File: src/rtl/cof_pkg.sv
package cof_pkg;
    typedef enum logic [1:0] {
        MODE_USER = 2'b00,
        MODE_SUP  = 2'b01,
        MODE_VSUP = 2'b10,
        MODE_MACH = 2'b11
    } priv_e;

    typedef struct packed {
        logic pend;
    } pend_state_t;
endpackage

File: src/rtl/cof_pend_ctrl.sv
module cof_pend_ctrl #(
    parameter int NUM_REQ = 29
) (
    input  logic               clk_i,
    input  logic               rst_ni,
    input  logic [NUM_REQ-1:0] req_i,
    input  logic               sw_set_i,
    input  logic               sw_clr_i,
    output logic               pend_o
);
    import cof_pkg::*;

    pend_state_t st_d, st_q;
    logic        hw_hit;

    always_comb begin
        st_d   = st_q;
        hw_hit = |req_i;
        if (hw_hit || sw_set_i) begin
            st_d.pend = 1'b1;
        end else if (sw_clr_i) begin
            st_d.pend = 1'b0;
        end
    end

    always_ff @(posedge clk_i) begin
        if (!rst_ni) st_q <= '0;
        else         st_q <= st_d;
    end

    assign pend_o = st_q.pend;

    assert_req_sets_R2: assert property (@(posedge clk_i) disable iff (!rst_ni)
        (|req_i) |=> pend_o);
    assert_hold_R3: assert property (@(posedge clk_i) disable iff (!rst_ni)
        (!(|req_i) && !sw_set_i && !sw_clr_i) |=> (pend_o == $past(pend_o)));
    assert_clear_R3: assert property (@(posedge clk_i) disable iff (!rst_ni)
        (!(|req_i) && !sw_set_i && sw_clr_i) |=> !pend_o);
    assert_set_wins_R4: assert property (@(posedge clk_i) disable iff (!rst_ni)
        (sw_set_i && sw_clr_i) |=> pend_o);
endmodule

File: src/rtl/cof_sum_mask.sv
module cof_sum_mask #(
    parameter int NUM_HPM   = 29,
    parameter int FIRST_HPM = 3,
    localparam int SUM_W    = NUM_HPM + FIRST_HPM
) (
    input  logic               clk_i,
    input  logic               rst_ni,
    input  logic [NUM_HPM-1:0] flag_i,
    input  logic [SUM_W-1:0]   m_en_i,
    input  logic [SUM_W-1:0]   h_en_i,
    input  logic [1:0]         mode_i,
    output logic [SUM_W-1:0]   rdata_o
);
    import cof_pkg::*;

    priv_e            mode;
    logic [SUM_W-1:0] flag_ext;
    logic [SUM_W-1:0] allow;

    assign mode     = priv_e'(mode_i);
    assign flag_ext = {flag_i, {FIRST_HPM{1'b0}}};

    for (genvar g = 0; g < SUM_W; g++) begin : g_bit
        always_comb begin
            unique case (mode)
                MODE_MACH: allow[g] = 1'b1;
                MODE_SUP:  allow[g] = m_en_i[g];
                MODE_VSUP: allow[g] = m_en_i[g] & h_en_i[g];
                default:   allow[g] = 1'b0;
            endcase
        end
        assign rdata_o[g] = flag_ext[g] & allow[g];
    end

    assert_low_bits_zero_R6: assert property (@(posedge clk_i) disable iff (!rst_ni)
        rdata_o[FIRST_HPM-1:0] == '0);
    assert_subset_of_flags_R6: assert property (@(posedge clk_i) disable iff (!rst_ni)
        (rdata_o[SUM_W-1:FIRST_HPM] & ~flag_i) == '0);
    assert_user_blind_R10: assert property (@(posedge clk_i) disable iff (!rst_ni)
        (mode_i == 2'b00) |-> (rdata_o == '0));
    assert_sup_gated_R8: assert property (@(posedge clk_i) disable iff (!rst_ni)
        (mode_i == 2'b01) |-> ((rdata_o & ~m_en_i) == '0));
    assert_vsup_gated_R9: assert property (@(posedge clk_i) disable iff (!rst_ni)
        (mode_i == 2'b10) |-> ((rdata_o & ~(m_en_i & h_en_i)) == '0));
endmodule

File: src/rtl/cof_irq_route.sv
module cof_irq_route (
    input  logic clk_i,
    input  logic rst_ni,
    input  logic pend_i,
    input  logic en_i,
    input  logic deleg_i,
    output logic irq_m_o,
    output logic irq_s_o
);
    logic live;

    assign live    = pend_i & en_i;
    assign irq_m_o = live & ~deleg_i;
    assign irq_s_o = live & deleg_i;

    assert_exclusive_R5: assert property (@(posedge clk_i) disable iff (!rst_ni)
        $onehot0({irq_m_o, irq_s_o}));
    assert_needs_pend_R5: assert property (@(posedge clk_i) disable iff (!rst_ni)
        (irq_m_o || irq_s_o) |-> pend_i);
endmodule

File: src/rtl/cof_irq_aggregator.sv
module cof_irq_aggregator #(
    parameter int NUM_HPM   = 29,
    parameter int FIRST_HPM = 3,
    localparam int SUM_W    = NUM_HPM + FIRST_HPM
) (
    input  logic               clk_i,
    input  logic               rst_ni,
    input  logic [NUM_HPM-1:0] ovf_flag_i,
    input  logic [NUM_HPM-1:0] ovf_req_i,
    input  logic [SUM_W-1:0]   m_cnt_en_i,
    input  logic [SUM_W-1:0]   h_cnt_en_i,
    input  logic [1:0]         priv_mode_i,
    input  logic               deleg_i,
    input  logic               irq_en_i,
    input  logic               sw_set_i,
    input  logic               sw_clr_i,
    output logic               pend_o,
    output logic               irq_m_o,
    output logic               irq_s_o,
    output logic [SUM_W-1:0]   sum_rdata_o
);
    logic pend;

    cof_pend_ctrl #(.NUM_REQ(NUM_HPM)) u_pend (
        .clk_i    (clk_i),
        .rst_ni   (rst_ni),
        .req_i    (ovf_req_i),
        .sw_set_i (sw_set_i),
        .sw_clr_i (sw_clr_i),
        .pend_o   (pend)
    );

    cof_irq_route u_route (
        .clk_i   (clk_i),
        .rst_ni  (rst_ni),
        .pend_i  (pend),
        .en_i    (irq_en_i),
        .deleg_i (deleg_i),
        .irq_m_o (irq_m_o),
        .irq_s_o (irq_s_o)
    );

    cof_sum_mask #(.NUM_HPM(NUM_HPM), .FIRST_HPM(FIRST_HPM)) u_sum (
        .clk_i   (clk_i),
        .rst_ni  (rst_ni),
        .flag_i  (ovf_flag_i),
        .m_en_i  (m_cnt_en_i),
        .h_en_i  (h_cnt_en_i),
        .mode_i  (priv_mode_i),
        .rdata_o (sum_rdata_o)
    );

    assign pend_o = pend;

    assert_reset_idle_R1: assert property (@(posedge clk_i)
        !rst_ni |=> (!pend_o && !irq_m_o && !irq_s_o));
endmodule

File: config.mk
export PLATFORM = sky130hd
export DESIGN_NAME = cof_irq_aggregator
export DESIGN_NICKNAME = d
export VERILOG_FILES = /design/src/rtl/cof_pkg.sv /design/src/rtl/cof_pend_ctrl.sv /design/src/rtl/cof_sum_mask.sv /design/src/rtl/cof_irq_route.sv /design/src/rtl/cof_irq_aggregator.sv
export SDC_FILE = /design/constraint.sdc
export NUM_CORES = 1
export LEC_CHECK = 0
export ABC_AREA = 1
export BUFFER_PORTS_ARGS = -buffer_cell sky130_fd_sc_hd__buf_2
export CAP_MARGIN = 20
export CORE_AREA = 2 2 64 66
export CTS_CLUSTER_DIAMETER = 150
export DETAILED_ROUTE_END_ITERATION = 7
export DIE_AREA = 0 0 66 68
export PLACE_DENSITY_LB_ADDON = 0.12
export SLEW_MARGIN = 10
export SYNTH_ARGS = -nofsm -noshare
export SYNTH_HDL_FRONTEND = slang
export SYNTH_SLANG_ARGS = --single-unit
File: constraint.sdc
create_clock -name clk_i -period 0.8 [get_ports clk_i]
set_clock_uncertainty 0.05 [all_clocks]
set_input_delay 0 -clock clk_i [delete_from_list [all_inputs] [get_ports clk_i]]
set_output_delay 0 -clock clk_i [all_outputs]
set_load 0.05 [all_outputs]
==> results of run 1 <==
[worst max-delay path, stage by stage]
cell	delay, ns
buf_12	0.11
nand2_8	0.08
clkinvlp_4	0.14
buf_6	0.16
o21ai_4	0.13
nor2_4	0.04
buf_6	0.15
[power breakdown]
group	switching (mW)	internal, mW
combinational	1.00	0.835
clock	0	0
sequential	0.00345	0.0523
total	1.01	0.887
[logic make-up (layout without fill, tap and decap cells)]
family          count (synthesis)  count (layout)
compound gates                 58              58
buf+inv                        16             180
flops                           1               1
other cells                     1               3
simple gates                   65              65
[cell usage after synthesis]
cell and number:
inv_2 1, o21ai_2 10, inv_1 3, nor2_1 43
buf_4 4, nor2_2 10, nor3_1 1, o21ai_1 17
buf_2 3, o21ai_0 3, clkbuf_1 2, buf_6 2
a21oi_1 28, conb_1 1, buf_1 1, nand2_1 11
dfxtp_1 1
[what timing repair did]
item	4_1_cts	5_1_grt
pin swaps	6	4
hold buffers	0	0
setup endpoints to repair	32	30
cloned	4	1
resized for setup	148	23
setup buffers	1	0
[routing by layer]
layer  routed length (um)  share of wire
met2                 2653           0.59
met1                 1528           0.34
met5                    0              0
met4                   15         0.0033
met3                  332          0.073
[final cells by class]
cell class / count / area [um^2]
tap: 50 / 62.56
fill: 325 / 1126
sequential: 1 / 23.77
timing repair buffer: 175 / 1364
multi-input combinational: 126 / 1250
inverter: 4 / 22.52
timing repair inverter: 1 / 7.507
[stage by stage]
step                std cells  worst slack [ns]  cell area (um^2)  power [mW]  TNS (ns)
finish                    357          -0.06468              2730       1.895   -0.2948
CTS                       356          -0.06096              2594       1.804   -0.2738
detailed placement        351           -0.1993              1871       1.334    -4.802
floorplan                 143          -0.08401             910.9      0.8258   -0.2209
global placement          351           -0.1920              1871       1.327    -4.755
global route              357           -0.1014              2730       1.990   -0.8804
[how the worst min path moves through the flow]
stage | startpoint | end | cells after the start
after floorplan | deleg_i | irq_m_o | 1
after global placement | rst_ni | u_pend.pend_o$_SDFFE_PN0P_ | 3
after detailed placement | rst_ni | u_pend.pend_o$_SDFFE_PN0P_ | 3
after CTS | rst_ni | u_pend.pend_o$_SDFFE_PN0P_ | 3
after global routing | rst_ni | u_pend.pend_o$_SDFFE_PN0P_ | 3
final | rst_ni | u_pend.pend_o$_SDFFE_PN0P_ | 3
==> flow_metrics.tcl, run 1 <==
set metrics [dict create \
    drc 0 \
    yosysTopAreaCellShare 0.2255 \
    synth-adder-area-share 0 \
    worstSetupEndpoint "sum_rdata_o[5]" \
    synth_top_area_cell "nor2_1" \
    globalplace.congestion 0.7690 \
    cp-startpoint "priv_mode_i[1]" \
    cp_max_fo 5 \
    status "complete, but fails checks" \
    drt_first_iter_violations 11 \
    largest_reg_flops 1 \
    p_per_area_nw_per_um2 694.1 \
    grt_use_met1 0.1779 \
    cap_violations 0 \
    wl_per_cell_um 12.69 \
    portBuffers 155 \
    ant_nets 0 \
    nets 439 \
    clk_latency_ns 0 \
    num_rows 23 \
    first_pass_iters 2 \
    antenna_found_initial 0 \
    grt_setup_unrepaired "true" \
    gr-total-overflow 0 \
    ir_worst_vdd_v 0.0004349 \
    fp.dieW_um 66 \
    hp-class "in2reg" \
    critPathCaptureType "primary output" \
    vias_per_cell 4.409 \
    crit_arrival_ns 0.81 \
    boundaryPins 165 \
    synth-warning-count 0 \
    regToRegStartpoint "u_pend.pend_o$_SDFFE_PN0P_" \
    worst_slack_ns -0.06468 \
    hold_ws_ns 0.1594 \
    syn_inst 141 \
    synth_top_family_by_area "compound AO/OA/AOI/OAI gates" \
    crit_path_start_kind "input pin" \
    gr-usage-all-layers 0.1775 \
    finalSetupViolCount 12 \
    ys_types 17 \
    wl_um 4530 \
    reg2reg_to "u_pend.pend_o$_SDFFE_PN0P_" \
    synth-simple-area-share 0.3776 \
    yosys-top-cells-area "nor2_1 23%, a21oi_1 20%, o21ai_2 12%" \
    grt_util_met2 0.3977 \
    core_um2 3856 \
    ys_ff_latch 1 \
    synth_xor_xnor_area_share 0 \
    power_leakage_nw 1.192 \
    r2r_cells 6 \
    die_area_um2 4488 \
    path_class "in2out" \
    hold_viol 0 \
    maxSlewViolCount 0 \
    met3_usage 0.01974 \
    synthMuxAreaShare 0 \
    utilization 0.7080 \
    grt_pass1_wl_um 6251 \
    reg2reg_slack_ns -0.04 \
    mostFrequentLayoutCell "buf_2" \
    final_cell_mix "122 x buf_2, 26 x buf_6, 23 x nor2_4, 23 x a21oi_4, 21 x nor2_1" \
    synth-compound-area-share 0.4580 \
    area_growth_pct 281.5 \
    initial_core_util 0.1856 \
    top_usage_layer "met2" \
    required_ns 0.75 \
    period_share 1.081 \
    ys_seq_area_frac 0.02797 \
    avgSynthCellArea_um2 5.076 \
    grt_max_degree 13 \
    num_antenna_cells 0 \
    drive_gt1_frac 0.8664 \
    netlist_area_um2 715.7 \
    grt_pass1_vias 1445 \
    violations "negative setup slack" \
    vias 1574 \
    max_freq_mhz 1157 \
    dp_hpwl_um 3142 \
    fin_crit_ns 0.8647 \
    fp.dieH_um 68 \
    path_clk_slew_ns 0 \
]
Power figures use the tool's default switching activity.
==> run 2, diff against run 1 <==
clock period = 1 ns   (was 0.8 ns; I/O delays follow)
==> run 2 against run 1 <==
Effect of this change: the flow now finishes without violations; first-iteration DRC count is the same; cell count down 4.2%; worst hold slack better by 0.0082 ns; via count decreased by 6.9%; setup slack better by 0.16 ns; routed wire length down 24%; combinational power fell by 52%; sequential share of layout area up 0.46 points; largest cell class unchanged; largest power group unchanged; highest routed layer is now met3.
==> flow_metrics.tcl, run 2 (synthesis results as in run 1) <==
set metrics [dict create \
    power_uw 927.2 \
    core_um2 3856 \
    hold_ws_ns 0.1677 \
    ant_nets 0 \
    boundaryPins 165 \
    crit_path_start_kind "input pin" \
    drc 0 \
    drive_gt1_frac 0.6747 \
    hold_depth 3 \
    hp-class "in2reg" \
    vias_per_cell 4.287 \
    r2r_cells 6 \
    finalSetupViolCount 0 \
    cp-startpoint "priv_mode_i[1]" \
    globalplace.congestion 0.7184 \
    vias 1466 \
    fp.dieW_um 66 \
    period_share 0.9042 \
    power_leakage_nw 0.9198 \
    initial_core_util 0.1856 \
    dp_hpwl_um 3053 \
    critPathCaptureType "primary output" \
    hp-start "rst_ni" \
    portBuffers 155 \
    clk_latency_ns 0 \
    wl_per_cell_um 10.11 \
    ir_worst_vdd_v 0.0002041 \
    cp_common_cell "buf_2" \
    wl_um 3456 \
    maxSlewViolCount 0 \
    grt_setup_unrepaired "false" \
    num_rows 23 \
    antenna_found_initial 0 \
    cp_max_fo 15 \
    gr-total-overflow 0 \
    crit_arrival_ns 0.85 \
    cap_violations 0 \
    regToRegStartpoint "u_pend.pend_o$_SDFFE_PN0P_" \
    place_area_um2 1597 \
    fin_crit_ns 0.9042 \
    grt_pass1_wl_um 4843 \
    die_area_um2 4488 \
    utilization 0.4153 \
    placed_cells 342 \
    area_growth_pct 123.8 \
    grt_pass1_vias 1217 \
    drt_first_iter_violations 11 \
    required_ns 0.95 \
    largest_reg_flops 1 \
    cp_slowest_cell "buf_2" \
    path_clk_slew_ns 0 \
    nets 424 \
    fin_area_um2 1602 \
    mostFrequentLayoutCell "buf_2" \
    fp.dieH_um 68 \
    max_freq_mhz 1106 \
    p_per_area_nw_per_um2 579.0 \
    num_antenna_cells 0 \
    hold_viol 0 \
    status "complete, no violations" \
    final_cell_mix "153 x buf_2, 30 x nor2_1, 28 x a21oi_1, 22 x nor2_2, 17 x o21ai_1" \
    first_pass_iters 2 \
    path_class "in2out" \
    grt_max_degree 18 \
    cts_setup_buffers 0 \
    final_cells 342 \
    path_cells "buf_2 > nand2_1 > inv_2 > buf_12 > o21ai_0 > nor2_2 > buf_2" \
    cpPeakStageDelay_ns 0.26 \
    gr-usage-all-layers 0.1319 \
]
## run 2: critical path, delay by kind of cell
| kind | cells | cell delay (ns) |
|---|---|---|
| buffers and inverters | 4 | 0.63 |
| and+or+nand+nor | 2 | 0.14 |
| AOI/OAI and AO/OA | 1 | 0.09 |
## run 2: what timing repair did
item	in CTS	in global routing
endpoints found under the setup margin	0	2
gates resized for setup	0	2
hold buffers	0	0
## run 2: through the flow
step                TNS (ns)  setup slack (ns)
floorplan            -0.1404           -0.1404
global placement           0           0.09817
detailed placement         0           0.08569
CTS                        0           0.08181
global route               0         0.0006383
finish                     0           0.09576
## run 2: final timing paths
check                           slack, ns                         end
worst min-delay path                 0.17  u_pend.pend_o$_SDFFE_PN0P_
worst max register to register       0.18  u_pend.pend_o$_SDFFE_PN0P_
worst max-delay path                  0.1             sum_rdata_o[28]
worst min register to register       0.65  u_pend.pend_o$_SDFFE_PN0P_
## run 2: area by class of cell
type	count	area [um^2]
timing repair buffer	161	850.8
fill	434	2255
sequential	1	21.27
inverter	4	15.01
tap	50	62.56
multi-input combinational	126	651.9
## run 2: layer usage
layer,global-route usage,part of all wire,up-vias
met3,0.01316,0.12,0
li1,-,-,767
met1,0.1396,0.35,605
met4,0,0,0
met5,0,0,-
met2,0.2917,0.53,94
## run 2: power by group
part	switching (mW)	total (mW)	internal (mW)
Combinational	0.549	0.882	0.333
Sequential	0.00160	0.0450	0.0434
Clock	0	0	0
Total	0.551	0.927	0.376
